### src/rtl/msi_comp_pkg.sv
package msi_comp_pkg;
  localparam int CFG_W      = 32;
  localparam int PAGE_SHIFT = 12;
  localparam int BASE_HI_W  = 12;
  localparam int PPN_W      = CFG_W + BASE_HI_W;
  localparam int GRP_BIAS   = 12;

  localparam int HART_W  = 14;
  localparam int GUEST_W = 6;
  localparam int ID_W    = 11;
  localparam int HART_LSB  = 18;
  localparam int GUEST_LSB = 12;

  localparam int LOCK_BIT   = 31;
  localparam int GSHIFT_LSB = 24;
  localparam int GSHIFT_W   = 5;
  localparam int GUESTW_LSB = 20;
  localparam int GUESTW_W   = 3;
  localparam int GRPW_LSB   = 16;
  localparam int GRPW_W     = 3;
  localparam int HARTW_LSB  = 12;
  localparam int HARTW_W    = 4;

  typedef struct packed {
    logic [GSHIFT_W-1:0] grp_shift;
    logic [GUESTW_W-1:0] guest_w;
    logic [GRPW_W-1:0]   grp_w;
    logic [HARTW_W-1:0]  hart_w;
    logic [PPN_W-1:0]    base;
  } addr_cfg_t;
endpackage

### src/rtl/msi_rst_sync.sv
module msi_rst_sync #(
  parameter int STAGES = 2
) (
  input  logic clk,
  input  logic rst_n,
  output logic rst_n_sync
);
  logic [STAGES-1:0] sync_q;

  always_ff @(posedge clk or negedge rst_n) begin
    if (!rst_n) sync_q <= '0;
    else        sync_q <= {sync_q[STAGES-2:0], 1'b1};
  end

  assign rst_n_sync = sync_q[STAGES-1];
endmodule

### src/rtl/msi_cfg_regs.sv
module msi_cfg_regs
  import msi_comp_pkg::*;
(
  input  logic             clk,
  input  logic             rst_n,
  input  logic             lo_we,
  input  logic             hi_we,
  input  logic [CFG_W-1:0] wdata,
  output addr_cfg_t        cfg
);
  addr_cfg_t cfg_q, cfg_d;
  logic      lock_q, lock_d;
  logic      cfg_en;
  logic      unused_wbits;

  assign cfg_en       = !lock_q && (lo_we || hi_we);
  assign unused_wbits = ^{wdata[30:29], wdata[23], wdata[19]};

  always_comb begin
    cfg_d  = cfg_q;
    lock_d = lock_q;
    if (lo_we) cfg_d.base[CFG_W-1:0] = wdata;
    if (hi_we) begin
      cfg_d.base[PPN_W-1:CFG_W] = wdata[BASE_HI_W-1:0];
      cfg_d.hart_w    = wdata[HARTW_LSB +: HARTW_W];
      cfg_d.grp_w     = wdata[GRPW_LSB +: GRPW_W];
      cfg_d.guest_w   = wdata[GUESTW_LSB +: GUESTW_W];
      cfg_d.grp_shift = wdata[GSHIFT_LSB +: GSHIFT_W];
      lock_d          = wdata[LOCK_BIT];
    end
  end

  always_ff @(posedge clk or negedge rst_n) begin
    if (!rst_n) begin
      cfg_q  <= '0;
      lock_q <= 1'b0;
    end else if (cfg_en) begin
      cfg_q  <= cfg_d;
      lock_q <= lock_d;
    end
  end

  assign cfg = cfg_q;
endmodule

### src/rtl/msi_addr_calc.sv
module msi_addr_calc
  import msi_comp_pkg::*;
#(
  parameter int ADDR_W = 64,
  parameter int DATA_W = 32
) (
  input  addr_cfg_t          cfg,
  input  logic [CFG_W-1:0]   target,
  output logic [ADDR_W-1:0]  addr,
  output logic [DATA_W-1:0]  data
);
  localparam int POS_W = $clog2(PPN_W) + 1;

  logic [PPN_W-1:0] ones;
  logic [PPN_W-1:0] hart_ext, guest_ext;
  logic [PPN_W-1:0] guest_mask, hart_low, hart_mask, grp_low, grp_mask;
  logic [PPN_W-1:0] guest_f, hart_f, grp_f, ppn;
  logic [POS_W-1:0] grp_pos;
  logic             unused_tbit;

  assign ones        = '1;
  assign hart_ext    = PPN_W'(target[HART_LSB +: HART_W]);
  assign guest_ext   = PPN_W'(target[GUEST_LSB +: GUEST_W]);
  assign unused_tbit = target[ID_W];

  always_comb begin
    grp_pos    = POS_W'(cfg.grp_shift) + POS_W'(GRP_BIAS);
    guest_mask = ~(ones << cfg.guest_w);
    hart_low   = ~(ones << cfg.hart_w);
    hart_mask  = hart_low << cfg.guest_w;
    grp_low    = ~(ones << cfg.grp_w);
    grp_mask   = grp_low << grp_pos;
    guest_f    = guest_ext & guest_mask;
    hart_f     = (hart_ext & hart_low) << cfg.guest_w;
    grp_f      = ((hart_ext >> cfg.hart_w) & grp_low) << grp_pos;
    ppn        = (cfg.base & ~(guest_mask | hart_mask | grp_mask))
               | guest_f | hart_f | grp_f;
  end

  assign addr = ADDR_W'({ppn, {PAGE_SHIFT{1'b0}}});
  assign data = DATA_W'(target[ID_W-1:0]);
endmodule

### src/rtl/msi_out_stage.sv
module msi_out_stage #(
  parameter int ADDR_W = 64,
  parameter int DATA_W = 32
) (
  input  logic              clk,
  input  logic              rst_n,
  input  logic              in_fire,
  input  logic              in_load,
  input  logic [ADDR_W-1:0] in_addr,
  input  logic [DATA_W-1:0] in_data,
  output logic              can_accept,
  input  logic              out_ready,
  output logic              out_valid,
  output logic [ADDR_W-1:0] out_addr,
  output logic [DATA_W-1:0] out_data
);
  logic              valid_q, valid_d;
  logic [ADDR_W-1:0] addr_q;
  logic [DATA_W-1:0] data_q;
  logic              pay_en;

  assign can_accept = !valid_q || out_ready;
  assign pay_en     = in_fire && in_load;

  always_comb begin
    valid_d = valid_q;
    if (in_fire)        valid_d = in_load;
    else if (out_ready) valid_d = 1'b0;
  end

  always_ff @(posedge clk or negedge rst_n) begin
    if (!rst_n) valid_q <= 1'b0;
    else        valid_q <= valid_d;
  end

  always_ff @(posedge clk or negedge rst_n) begin
    if (!rst_n) begin
      addr_q <= '0;
      data_q <= '0;
    end else if (pay_en) begin
      addr_q <= in_addr;
      data_q <= in_data;
    end
  end

  assign out_valid = valid_q;
  assign out_addr  = addr_q;
  assign out_data  = data_q;
endmodule

### src/rtl/msi_target_composer.sv
module msi_target_composer
  import msi_comp_pkg::*;
#(
  parameter int ADDR_W = 64,
  parameter int DATA_W = 32
) (
  input  logic              clk,
  input  logic              rst_n,
  input  logic              cfg_lo_we,
  input  logic              cfg_hi_we,
  input  logic [31:0]       cfg_wdata,
  input  logic              req_valid,
  output logic              req_ready,
  input  logic [31:0]       req_target,
  output logic              msg_valid,
  input  logic              msg_ready,
  output logic [ADDR_W-1:0] msg_addr,
  output logic [DATA_W-1:0] msg_data
);
  logic              rst_n_int;
  addr_cfg_t         cfg;
  logic [ADDR_W-1:0] calc_addr;
  logic [DATA_W-1:0] calc_data;
  logic              fire, nonzero;

  msi_rst_sync #(.STAGES(2)) u_rst (
    .clk(clk), .rst_n(rst_n), .rst_n_sync(rst_n_int)
  );

  msi_cfg_regs u_cfg (
    .clk(clk), .rst_n(rst_n_int), .lo_we(cfg_lo_we), .hi_we(cfg_hi_we),
    .wdata(cfg_wdata), .cfg(cfg)
  );

  msi_addr_calc #(.ADDR_W(ADDR_W), .DATA_W(DATA_W)) u_calc (
    .cfg(cfg), .target(req_target), .addr(calc_addr), .data(calc_data)
  );

  assign fire    = req_valid && req_ready;
  assign nonzero = |req_target;

  msi_out_stage #(.ADDR_W(ADDR_W), .DATA_W(DATA_W)) u_out (
    .clk(clk), .rst_n(rst_n_int), .in_fire(fire), .in_load(nonzero),
    .in_addr(calc_addr), .in_data(calc_data), .can_accept(req_ready),
    .out_ready(msg_ready), .out_valid(msg_valid), .out_addr(msg_addr),
    .out_data(msg_data)
  );
endmodule

### config.mk
export PLATFORM = sky130hd
export DESIGN_NAME = msi_target_composer
export DESIGN_NICKNAME = d
export VERILOG_FILES = /design/src/rtl/msi_comp_pkg.sv /design/src/rtl/msi_rst_sync.sv /design/src/rtl/msi_cfg_regs.sv /design/src/rtl/msi_addr_calc.sv /design/src/rtl/msi_out_stage.sv /design/src/rtl/msi_target_composer.sv
export SDC_FILE = /design/constraint.sdc
export NUM_CORES = 1
export LEC_CHECK = 0
export BUFFER_PORTS_ARGS = -buffer_cell sky130_fd_sc_hd__buf_2
export CORE_MARGIN = 1.5
export CORE_UTILIZATION = 51
export DETAILED_ROUTE_END_ITERATION = 8
export GPL_TIMING_DRIVEN = 1
export PLACE_DENSITY = 0.76
export SLEW_MARGIN = 20
export SYNTH_ARGS = -nofsm -noshare
export SYNTH_HDL_FRONTEND = slang
export SYNTH_SLANG_ARGS = --single-unit
### constraint.sdc
create_clock -name clk -period 3.6 [get_ports clk]
set_input_delay 0.9 -clock clk [delete_from_list [all_inputs] [get_ports clk]]
set_output_delay 0.9 -clock clk [all_outputs]
set_load 0.02 [all_outputs]
### Word level (Yosys, flattened, before mapping)

Cells that the tools add are included.

* logic and storage cells: 46
* input bits: 70
* register bits: 118

* bitwise operators: 13
* shifts and indexed selects: 8
* muxes and demuxes: 2
* reduce and logical (&&, ||, !) cells: 11
* add/subtract/negate cells: 1

Operator list (number)
* 44-bit bitwise OR: 5
* 44-bit inverter: 4
* 44-bit AND: 2
* 44-bit by 3-bit left shift with 44-bit output: 2
* 44-bit by 3-bit left shift with 44-bit output (first input constant): 2
* 44-bit by 7-bit left shift with 44-bit output: 2
* 14-bit by 44-bit AND with 44-bit output: 1
* 6-bit by 44-bit AND with 44-bit output: 1
* 44-bit by 4-bit left shift with 44-bit output (first input constant): 1
* 14-bit by 4-bit >> shifter with 44-bit output: 1
* 32-bit OR reduction: 1
* 5-bit by 4-bit adder with 6-bit output (second input constant): 1
* 2-bit AND reduction: 2
* 1-bit logical AND: 3
* 1-bit zero test: 2
* 1-bit logical OR: 2
* 1-bit 2-to-1 mux: 2
* 2-bit nonzero test: 1

### Logic depth before layout (Yosys ltp)

Gate-level depths: netlist of run 1.

* word-level depth: 10
* gate-level depth with buffers: 12
* gate-level depth less buffers: 9

### Modules after synthesis

A second synthesis of run 1 with hierarchy kept.

* cells, all modules: 962
* area, all modules: 10062.2 sq um

By module, submodules not included
* msi_addr_calc: area an instance 3852.4 sq um, cells each 612, instances 1
* msi_out_stage: area an instance 3709.8 sq um, cells each 206, instances 1
* msi_cfg_regs: area an instance 2364.8 sq um, cells each 129, instances 1
* msi_target_composer: area an instance 81.3 sq um, cells each 12, instances 1
* msi_rst_sync: area an instance 53.8 sq um, cells each 3, instances 1

### Least setup slack after synthesis of run 1

Ideal clock, no wire load.

* kind: input to register
* from: input port req_target[31]
* to: register u_out.addr_q[38], in the netlist u_out.out_addr[38]
* setup slack: 0.650 ns
* path buffers: 1
* data arrival time: 2.824 ns
* stages: 8
* cell sequence: clkbuf_1 -> mux4_2 -> mux2_2 -> and2_4 -> a22oi_2 -> o211ai_1 -> a22o_1 -> a221o_1

* longest elaborated chain between the ends: 4
* elaborated cells between the ends (all ways): 9
* those cells by class: 3 x shift; 4 x bitwise; 2 x reduce/logical

Ends and longest elaborated chain
* start, declared: line msi_target_composer.sv:14 `input logic [31:0] req_target,`
* 14-bit by 4-bit >> shifter with 44-bit output / 14-bit by 44-bit AND with 44-bit output (equally long branches): line msi_addr_calc.sv:35, msi_addr_calc.sv:34
* 44-bit AND / 44-bit by 3-bit left shift with 44-bit output (equally long branches): line msi_addr_calc.sv:35, msi_addr_calc.sv:34
* 44-bit by 7-bit left shift with 44-bit output / 44-bit bitwise OR (equally long branches): line msi_addr_calc.sv:35, msi_addr_calc.sv:37
* 44-bit bitwise OR: line msi_addr_calc.sv:37 `| guest_f | hart_f | grp_f;`
* end signal, assigned: line msi_out_stage.sv:41 `addr_q <= in_addr;`
* end, declared: line msi_out_stage.sv:18 `logic [ADDR_W-1:0] addr_q;`

Parallel ways exist; a longest one is shown, timed or not.
A chain may end at the register's enable or synchronous reset.

### Worst setup path in the final report of run 1

* from: register u_cfg.cfg_q (netlist bit u_cfg.cfg[45])
* to: register u_out.addr_q[26], in the netlist u_out.out_addr[26]

* longest elaborated chain between the ends: 10
* elaborated cells between the ends (all ways): 15
* those cells by class: 5 x shift; 10 x bitwise

Ends and longest elaborated chain
* start, declared: line msi_cfg_regs.sv:11 `addr_cfg_t cfg_q, cfg_d;`
* start signal, assigned: line msi_cfg_regs.sv:38 `cfg_q <= cfg_d;`
* 44-bit by 4-bit left shift with 44-bit output: line msi_addr_calc.sv:29 `hart_low = ~(ones << cfg.hart_w);`
* 44-bit inverter: line msi_addr_calc.sv:29
* 44-bit by 3-bit left shift with 44-bit output: line msi_addr_calc.sv:30 `hart_mask = hart_low << cfg.guest_w;`
* 44-bit bitwise OR (2 in series): line msi_addr_calc.sv:36 `ppn = (cfg.base & ~(guest_mask | hart_mask | grp_mask))`
* 44-bit inverter: line msi_addr_calc.sv:36
* 44-bit AND: line msi_addr_calc.sv:36
* 44-bit bitwise OR (2 in series): line msi_addr_calc.sv:37
* 44-bit bitwise OR *: line msi_addr_calc.sv:37

Every way passes the cells marked *; elsewhere a longest branch is shown, timed or not.

==> results.md, run 1 <==
- In this run the tool buffered the top-level ports with 126 buffer cells.
- The mapped cell area is 8529 um^2.
- The placed instance count is 1,306.
- The highest achievable clock rate is 0.3097 GHz.
- Of the total power, the share spent switching nets is 0.4733.
- The H-tree was split into 4 levels.
- Headroom to the max-slew limit came out at 0.3294.
- The final period demand of the worst path is 3.229 ns.
- The post-synthesis sequential element count is 118.
- The detailed-route wire length per cell is 23.59 um.
- The gate count after technology mapping is 1,005.
- The antenna diode count is 0.
- The die area is 17,510 um^2.
- The number of warning messages in the yosys log is 0.
- The height of the chip is 132.3 um.
- Entering global routing, the biggest net connects 71 pins.
- The biggest area contributor in the post-synthesis netlist is sky130_fd_sc_hd__dfrtp_1.
- The number of rows created at floorplan is 47.
- The net load switching power is 3402 uW.
- The number of library cell types mapped by synthesis is 83.
- Of the synthesized area, sequential elements account for 0.3462.
- Of all nets on the critical path, the largest fanout is 19.
- The data required time at the worst endpoint is 3.87 ns.
- Adding up every negative setup slack in the final design gives 0 ns.
- The count of nets left with antenna violations after detail routing is 0.
- At the later pin of the worst-skew pair, clock insertion delay measures 0.43 ns.
- The setup path with the least slack is of type register to register.
- The layout cell share with drive strength beyond 1 is 0.2531.
- The internal cell power is 3785 uW.
- The slew of the pin with the lowest slew margin is 1.004 ns.
- The number of antenna violations at the first check in global routing is 0.
- The core region is 16,470 um^2.
- The pre-CTS setup slack is 0.2202 ns.
- The detailed-placement wirelength estimate is 23,580 um.
- The clock network fraction of total power is 0.233.
- The placer's final routability congestion estimate is 1.018.
- Counting every sink on the clock net gives 118.
- The run finished with clean final reports.
- The cell sitting at the root of the clock tree is a sky130_fd_sc_hd__clkbuf_16.
- The worst register-to-register path begins at u_cfg.cfg[45]$_DFFE_PN0P_.
- The worst setup path is captured at a register.
- Once the clock tree was built, the setup fixing pass inserted 0 buffers.
- Measured along the x axis, the die boundary spans 132.3 um.
- STA classifies the critical path startpoint as a register.
- The global route total overflow is 0.
- The post-route worst setup slack is 0.3711 ns.
- For this run, the slowest stage of the critical path takes 0.81 ns.
- The most numerous cell type found on the critical path is sky130_fd_sc_hd__a21oi_1.
- In this run, the number of DRC markers left after iteration 0 of detailed routing was 1,280.
- The prevailing post-synth register cell is sky130_fd_sc_hd__dfrtp_1.
- The final-report hold violation count is 0.
- The initial core utilization is 0.5180.
- Hold repair after CTS inserted 0 buffers.
- After layout, the design draws a total of 7187 uW.
- The critical path goes through buf_4, inv_1, a21oi_1, nand2_1, a21oi_1, a21oi_1, a2111oi_0, o22ai_1.
- Clock skew on the completed layout was measured at 0.01044 ns.
- The final number of setup-violating endpoints is 0.
- The detailed-route wire length is 31,570 um.
- The start point of the critical path is u_cfg.cfg[45]$_DFFE_PN0P_.
- The mean instance size in the synthesized netlist is 8.487 um^2.
- The signed area change from the synthesized netlist to the final layout is 15.59%.
- The count of pins over their slew limit is 0.
- The maximum count of clock buffers along a single path is 2.
- The number of design rule violations left after detail routing is 0.
- Buffers inserted during clock tree synthesis total 17.
- The via count of the first global-routing pass is 8,202.
- Of all flip-flops after synthesis, the portion carrying an async set or reset was 1.000.
- The TritonCTS clock tree is built.
- The class of the tightest hold or removal check is input pin to asynchronous set/reset pin.
- The final cell count without fillers is 1,338.
- The slowest stage of the critical path is the sky130_fd_sc_hd__dfrtp_1 cell.
- During I/O placement, the number of pins put on the boundary was 168.
- The number of nets in the layout is 1,176.
- The relative contribution of combinational cells to total power is 0.481.
- Of the total power, registers draw 0.286.
- The leakage power total is 0.004155 uW.
- In the post-synthesis netlist, the biggest area contributors are sky130_fd_sc_hd__dfrtp_1, sky130_fd_sc_hd__mux2_2, sky130_fd_sc_hd__nand2_1.
- The number of maximum-capacitance violations is 0.
- The number of enable flip-flop cells after synthesis is 0.
- The power per cell area is 729.0 nW/um^2.
- The average via count per standard cell is 6.570.
- Across every metal layer, demand over resource in global routing totals 0.3598.
- The first TritonRoute pass finished after 7 iterations.
- The total via count in the routed design is 8,791.
- Setup repair after global routing left no endpoint under its margin.
- The share of the clock period used by the worst path after layout is 0.8969.
- The area share of the largest cell type after synthesis is 0.3462.
- The highest ir drop seen on vdd is 0.4118 mV.
- For the worst setup path, the data arrival time is 3.50 ns.
- The worst hold-check slack is 0.2390 ns.
- The clock-pin transition on the worst setup and hold timing paths is 0.07 ns.
- The global-route wire length before repair is 47,610 um.
- The quantity of gates resized following cts is 0.
-- cell families after synthesis --
family | after synthesis | share of synthesized area
AO/OA/AOI/OAI | 319 | 0.2580
AND/OR/NAND/NOR | 331 | 0.1801
buffers and inverters | 142 | 0.08391
flip-flops | 118 | 0.3462
adder cells (fa/ha/maj) | 4 | 0.004987
multiplexers | 89 | 0.1259
other | 2 | 0.0008805
-- through the flow --
step,util,cell area [um^2]
finish,0.5988,9859
global route,0.5988,9859
CTS,0.5988,9859
detailed placement,0.5637,9281
global placement,0.5637,9281
floorplan,-,8680
-- final cells by class --
| cell class | count | area (um^2) |
|---|---|---|
| inverters | 16 | 60.06 |
| repair buffers | 167 | 963.4 |
| clock inverters | 15 | 152.6 |
| well taps | 220 | 275.3 |
| flip-flops and latches | 118 | 2957 |
| clock buffers | 17 | 425.4 |
| multi-input cells | 785 | 5026 |
| fillers | 1469 | 6606 |
-- per-layer routing --
layer | up-vias | track usage | wire [um]
li1 | 3852 | - | -
met1 | 4201 | 0.4786 | 12770
met2 | 626 | 0.5349 | 13750
met3 | 112 | 0.1284 | 3837
met4 | 0 | 0.1465 | 1209
met5 | - | 0 | 0
-- cells in the mapped netlist, drive strengths merged (10+ instances only) --
cell,n
nor2,88
a31oi,18
o21ai,83
o21a,11
o211ai,12
o221ai,10
buf,64
inv,15
mux2,56
a21o,10
nand2b,18
mux2i,24
nand2,116
nor2b,10
clkbuf,62
nand3,27
a22oi,16
nor4,10
dfrtp,118
and2,12
nor3,19
a21oi,52
-- worst max-delay path, delay by kind of cell (launching register included) --
kind                   cells  cell delay (ns)
flip-flops                 1             0.81
AND/OR/NAND/NOR            1             0.10
AO/OA/AOI/OAI              5             1.66
buffers and inverters      2             0.50
-- final timing paths --
check,to,slack (ns),depth (start not counted)
hold / removal,u_rst.sync_q[1]$_DFF_PN0_,0.24,1
setup reg to reg,u_out.out_addr[26]$_DFFE_PN0P_,0.37,8
max in group asynchronous,u_out.out_addr[24]$_DFFE_PN0P_,2.45,1
setup / recovery,u_out.out_addr[26]$_DFFE_PN0P_,0.37,8
hold reg to reg,u_cfg.cfg[22]$_DFFE_PN0P_,0.35,0
min in group clk,u_rst.sync_q[1]$_DFF_PN0_,0.35,0
-- power groups by stage --
stage	Combinational (uW)	Sequential [uW]	Clock, uW
3_3_place_gp	3300	2050	0
3_5_place_dp	3320	2060	0
2_1_floorplan	2070	2120	0
6_report	3460	2060	1670
5_1_grt	3630	2090	1750
4_1_cts	3330	2040	1690
-- registers in the layout, summed over array words and instances, names as in the netlist --
register and count:
u_rst.sync_q 2, u_cfg.cfg 59, u_cfg.lock_q 1, u_out.out_valid 1
u_out.out_addr 44, u_out.out_data 11
-- cells in the final DEF, fill, tap and decap left out, drive strengths merged, types with 19 or more instances in the layout --
cell / Yosys / final
nor2: 88 / 88
nor3: 19 / 19
inv: 15 / 26
buf: 64 / 167
o21ai: 83 / 83
nand3: 27 / 27
mux2: 56 / 56
dfrtp: 118 / 118
nand2: 116 / 116
mux2i: 24 / 24
conb: 2 / 42
a21oi: 52 / 52
No activity file was read; power rests on OpenSTA's default activity.
==> run 2: changes to the inputs <==
==> constraint.sdc (replaced) <==
create_clock -name clk -period 3.6 [get_ports clk]
set_input_delay 0.72 -clock clk [delete_from_list [all_inputs] [get_ports clk]]
set_output_delay 0.72 -clock clk [all_outputs]
set_load 0.02 [all_outputs]
==> results.md, run 2 (synthesis results as in run 1) <==
- TritonCTS built the clock tree.
- The number of antenna violations at the first check in global routing is 0.
- The fraction of met1 tracks used by global routing is 0.5036.
- The post-route setup TNS is 0 ns.
- Among all stages on the critical path, the largest delay is contributed by sky130_fd_sc_hd__o2bb2ai_1.
- The area growth from synthesis to layout is 15.37%.
- From left edge to right edge, the die measures 132.3 um.
- The violation count after the first detailed-routing iteration is 1,349.
- The initialized floorplan defines 47 standard-cell rows.
- For this run, global-route usage on met3 was measured as 0.09496.
- The number of I/O port buffers is 126.
- The first TritonRoute pass finished after 6 iterations.
- The detailed router placed 8,783 vias in this run.
- In this design, the stage delay of the slowest critical-path cell is 0.60 ns.
- The setup path with the least slack is of type register to register.
- The layout cell share with drive strength beyond 1 is 0.2498.
- The worst pin sits at a relative slew slack of 0.3290.
- After clock tree synthesis, the clock-pin slew on the worst setup and hold paths is 0.06 ns.
- Setup repair after global routing left no endpoint under its margin.
- Across every metal layer, demand over resource in global routing totals 0.3596.
- The layer flagged by global routing as most heavily used is met2.
- The highest achievable clock rate is 0.3124 GHz.
- The data arrival time at the worst-slack endpoint is 3.55 ns.
- The final number of setup-violating endpoints is 0.
- For this run, global-route usage on met2 was measured as 0.5273.
- The cell sitting at the root of the clock tree is a sky130_fd_sc_hd__clkbuf_16.
- In the finished design, the share of the clock period the worst path needs comes to 0.8893.
- In this run, post-CTS repair resized a total of 0 instances.
- The number of fillers in the final layout is 1,454.
- The congestion estimate from routability-driven global placement came to 1.052.
- The leakage power total is 0.004129 uW.
- The detailed-route wire length is 31,330 um.
- The final cell count without fillers is 1,334.
- The height of the chip is 132.3 um.
- In this run the count of I/O pins placed on the die edge is 168.
- The flow ran to the end, and the final reports show no timing, DRC or antenna violations.
- The count of hold buffers inserted by post-cts repair is 0.
- STA classifies the critical path endpoint as a register.
- The register with the most flip-flops in the layout has 59 of them.
- In the final design database the tool counted 1,171 nets.
- At the end of the flow the core is filled with cells to 0.5976.
- Dividing total power by cell area gives a power density of 729.6 nW/um^2.
- IR analysis of the VDD net gives a maximum drop of 0.5401 mV.
- The detailed-placement wirelength estimate is 23,260 um.
- The clock tree skew after final layout is 0.006803 ns.
- The startpoint type of the worst setup path is a register.
- For the worst setup path, the data required time is 3.95 ns.
- Entering global routing, the biggest net connects 48 pins.
- The total area inside the core boundary comes to 16,470 um^2.
- Of all nets on the critical path, the largest fanout is 18.
- For the pin with the worst max-slew slack, the measured transition is 0.9997 ns.
- The worst setup slack for register-to-register paths is 0.40 ns.
- The tool flagged a number of max-cap violations equal to 0.
- The tightest min-delay check is of the input pin to asynchronous set/reset pin type.
- After detailed routing, the number of vias per cell comes to 6.584.
- The final period demand of the worst path is 3.201 ns.
- The count of pins over their slew limit is 0.
- The detailed-route wire length per cell is 23.49 um.
- The die area is 17,510 um^2.
- The global route total overflow is 0.
- The via count of the first global-routing pass came to 8,103.
- The final-report hold violation count is 0.
- Counting the buffers created by CTS gives 17.
- The number of setup buffers added after CTS is 0.
- The critical path goes through buf_4, mux2i_1, mux4_2, a22o_1, nor2_1, a22oi_1, o2bb2ai_1, o221a_1.
- The top cell types in the final layout, fill and taps aside, are sky130_fd_sc_hd__buf_2, sky130_fd_sc_hd__dfrtp_1, sky130_fd_sc_hd__nand2_1.
- Once placement completed, the tool counted placed cells totaling 1,301.
- Clock latency on the worst-skew pair, taken at its later pin, is 0.42 ns.
- For this run, design rule violations remaining after detail routing come to 0.
- The count of nets left with antenna violations after detail routing is 0.
- Hold is met by 0.06868 ns.
- The initial utilization of the core area, before any placement, comes to 0.5180.
- The total clock sinks is 118.
- The number of H-tree levels is 4.
- Leaving out fill and tap cells, the most frequent cell in the layout is sky130_fd_sc_hd__buf_2.
- The maximum count of clock buffers along a single path is 2.
- The global-route wire length before repair is 48,100 um.
[run 2: layout make-up]
class | instances | area, um^2 | area share
Antenna cell | 1 | 2.502 | 0.0002543
Clock buffer | 17 | 425.4 | 0.04323
Clock inverter | 15 | 156.4 | 0.01589
Inverter | 16 | 60.06 | 0.006103
Multi-Input combinational cell | 785 | 5026 | 0.5107
Sequential cell | 118 | 2957 | 0.3004
Tap cell | 220 | 275.3 | 0.02797
Timing Repair Buffer | 162 | 938.4 | 0.09536
[run 2: routing by layer]
layer  vias up  share of wire
li1       3834              -
met1      4242           0.41
met2       609           0.44
met3        98           0.11
met4         0          0.039
met5         -              0
[run 2: metrics by stage]
| step | setup slack (ns) | power (uW) | cell area (um^2) |
|---|---|---|---|
| floorplan | 0.06923 | 4186 | 8680 |
| global placement | 0.4184 | 5343 | 9256 |
| detailed placement | 0.4919 | 5355 | 9256 |
| CTS | 0.5686 | 7052 | 9838 |
| global route | 0.3110 | 7467 | 9838 |
| finish | 0.3986 | 7180 | 9841 |
[run 2: worst paths after layout]
kind | cells after the start | start | to
worst max-delay path | 8 | u_cfg.cfg[45]$_DFFE_PN0P_ | u_out.out_addr[20]$_DFFE_PN0P_
worst min-delay path | 1 | rst_n | u_rst.sync_q[1]$_DFF_PN0_
worst max register to register | 8 | u_cfg.cfg[45]$_DFFE_PN0P_ | u_out.out_addr[20]$_DFFE_PN0P_
worst min register to register | 0 | u_rst.sync_q[1]$_DFF_PN0_ | u_cfg.cfg[10]$_DFFE_PN0P_
max in group asynchronous | 1 | u_rst.sync_q[1]$_DFF_PN0_ | u_out.out_addr[31]$_DFFE_PN0P_
min in group clk | 0 | u_rst.sync_q[0]$_DFF_PN0_ | u_rst.sync_q[1]$_DFF_PN0_
[run 2: critical path: cells and delay by family, from the launching register on]
kind	cells	cell delay, ns
compound gates	4	1.35
mux	2	0.66
flops	1	0.56
simple gates	1	0.20
buf+inv	1	0.34
[run 2: report_power, final]
part / leakage [uW] / internal (uW) / switching [uW]
registers: 0.00140 / 1680 / 347
clock network: 0.000278 / 978 / 703
logic: 0.00245 / 1170 / 2300
==> run 3: changes to the inputs <==
==> constraint.sdc (replaced) <==
create_clock -name clk -period 3.6 [get_ports clk]
set_input_delay 0.54 -clock clk [delete_from_list [all_inputs] [get_ports clk]]
set_output_delay 0.54 -clock clk [all_outputs]
set_load 0.02 [all_outputs]
==> results.md, run 3 (synthesis results as in run 1) <==
- The run finished with clean final reports.
- The highest fanout seen on the critical path is 19.
- Entering global routing, the biggest net connects 72 pins.
- The number of antenna diodes in the final layout is 0.
- In the finished design, the share of the clock period the worst path needs comes to 0.9332.
- Setup repair after global routing left no endpoint under its margin.
- The clock arrives with 0.01624 ns of skew.
- On the critical path the largest part of the delay comes from compound AO/OA/AOI/OAI gates.
- The slowest stage of the critical path belongs to the cell sky130_fd_sc_hd__dfrtp_1.
- For this design the ratio of total power to cell area is 744.9 nW/um^2.
- The clock-pin transition on the worst setup and hold timing paths is 0.07 ns.
- In the final routed layout, each cell accounts on average for 24.06 um.
- The number of rows created at floorplan is 47.
- The die area is 17,510 um^2.
- After the flow finishes, the layout carries non-filler instances totaling 1,345.
- Max-cap violations in this run came to 0.
- The highest ir drop seen on vdd is 0.5742 mV.
- The number of nets in the layout is 1,183.
- Detailed placement finished with a half-perimeter wire length of 23,880 um.
- The highest achievable clock rate is 0.2977 GHz.
- The post-route setup TNS is 0 ns.
- In the final layout, the share of cells above drive strength 1 is 0.2569.
- Together, buffers and inverters on the worst path number 3.
- The pre-CTS setup slack is 0.3097 ns.
- The number of antenna violations at the first check in global routing came to 0.
- In the layout the commonest cells are sky130_fd_sc_hd__buf_2, sky130_fd_sc_hd__dfrtp_1, sky130_fd_sc_hd__nand2_1.
- The area growth from synthesis to layout is 16.58%.
- The met2 layer wire length in the routed design is 13,970 um.
- The width of the die is 132.3 um.
- Setup violations remaining at the end of the flow were counted as 0.
- Across all layers, the routed design uses 8,851 vias.
- After detailed routing, the number of remaining DRC violations is 0.
- The height of the chip is 132.3 um.
- The startpoint type of the worst setup path is a register.
- The worst slew margin relative to its limit is 0.3561.
- Counting the buffers created by CTS gives 17.
- The number of I/O port buffers is 126.
- Measured on the finished design, the core utilization comes to 0.6039.
- The detailed router finished its first iteration with 1,263 violations.
- For the finished layout, the period the worst path requires is 3.359 ns.
- The flip-flop count of the largest register after layout is 59.
- The global-route wire length before repair is 49,290 um.
- The placed instance count is 1,312.
- The routed length on met1 is 13,500 um.
- The count of nets left with antenna violations after detail routing is 0.
- The clock passes through at most 2 buffers.
- The slew of the pin with the lowest slew margin is 0.9415 ns.
- Using the TritonRoute via totals, the vias-per-cell ratio works out to 6.581.
- The final-report hold violation count is 0.
- At the end of routability-driven placement, the weighted congestion stood at 1.046.
- After global routing the overflow that remains totals 0.
- The via count of the first global-routing pass is 8,165.
- The signal on the critical path passes through buf_4, buf_4, o21ai_0, a21oi_1, nand2_1, a21oi_1, a21oi_1, a2111oi_0, buf_4, o22ai_1.
- Summed over all cells, the static leakage comes to 0.004206 uW.
- The number of setup buffers added after CTS is 0.
- The TritonCTS clock tree is built.
- At the worst endpoint, the required time is 3.88 ns.
- The number of top-level design ports is 168.
- The root buffer cell chosen for the clock tree is sky130_fd_sc_hd__clkbuf_16.
- The worst path meets setup with 0.2406 ns of slack.
- Clock latency on the worst-skew pair, taken at its later pin, is 0.43 ns.
- At the worst endpoint, the arrival time is 3.64 ns.
- The leading cell type in the layout, fill and taps excluded is sky130_fd_sc_hd__buf_2.
- The category of the worst setup path capture point is a register.
- The count of pins over their slew limit is 0.
- The worst stage delay on the critical path is 0.81 ns.
- The highest metal layer with signal wires is met4.
- The global routing usage summed across all routing layers is 0.3711.
- For this configuration, the core starts out at a cell density of 0.5180.
- For this design, the sink count on the clock tree is 118.
- The detailed-route wire length is 32,370 um.
- The wire length on met3 is 3730 um.
- The critical path in this run is classified as register to register.
- The path class of the tightest hold or removal check is input pin to register.
- The first-pass iteration count of the detailed router is 6.
- The area inside the core boundary is 16,470 um^2.
- The number of H-tree levels is 4.
==> run 3: layout make-up <==
class	count	area, um^2
clock buffers	17	425.4
clock inverters	15	206.4
fillers	1476	6523
inverters	16	60.06
multi-input cells	785	5026
flip-flops and latches	118	2957
well taps	220	275.3
repair buffers	174	993.5
==> run 3: repair_timing <==
item	4_1_cts	5_1_grt
resized for setup	0	0
endpoints found under the hold margin	2	0
hold buffers	1	0
==> run 3: path summary, 6_finish.rpt <==
check / startpoint / to / slack (ns) / cells past startpoint
worst max-delay path: u_cfg.cfg[44]$_DFFE_PN0P_ / u_out.out_addr[26]$_DFFE_PN0P_ / 0.24 / 10
worst min-delay path: req_target[3] / u_out.out_data[3]$_DFFE_PN0P_ / 0.31 / 3
worst max register to register: u_cfg.cfg[44]$_DFFE_PN0P_ / u_out.out_addr[26]$_DFFE_PN0P_ / 0.24 / 10
worst min register to register: u_rst.sync_q[0]$_DFF_PN0_ / u_rst.sync_q[1]$_DFF_PN0_ / 0.36 / 0
max in group asynchronous: u_rst.sync_q[1]$_DFF_PN0_ / u_cfg.cfg[36]$_DFFE_PN0P_ / 2.20 / 1
min in group asynchronous: rst_n / u_rst.sync_q[1]$_DFF_PN0_ / 0.42 / 2
==> run 3: worst min-delay path, stage by stage <==
cell and delay (ns):
sky130_fd_sc_hd__buf_2 0.09, sky130_fd_sc_hd__nand2_1 0.04, sky130_fd_sc_hd__nand2_1 0.04
==> run 3: power by group <==
| part | internal [uW] | leakage (uW) | switching, uW | total (uW) |
|---|---|---|---|---|
| clock | 1120 | 0.000309 | 737 | 1860 |
| combinational | 1190 | 0.00250 | 2330 | 3520 |
| sequential | 1680 | 0.00140 | 349 | 2030 |
| total | 3990 | 0.00421 | 3410 | 7410 |
==> run 3: metal layers <==
metal,up-vias,global-route usage
li1,3848,-
met1,4259,0.5319
met2,651,0.5445
met3,93,0.08843
met4,0,0.1410
met5,-,0
==> run 3: metrics by stage <==
step | power (uW) | area [um^2] | hold WS, ns
finish | 7407 | 9943 | 0.3148
global placement | 5401 | 9301 | 0.3274
detailed placement | 5397 | 9301 | 0.3272
global route | 7679 | 9943 | 0.3217
floorplan | 4186 | 8680 | 0.2444
CTS | 7276 | 9943 | 0.3072
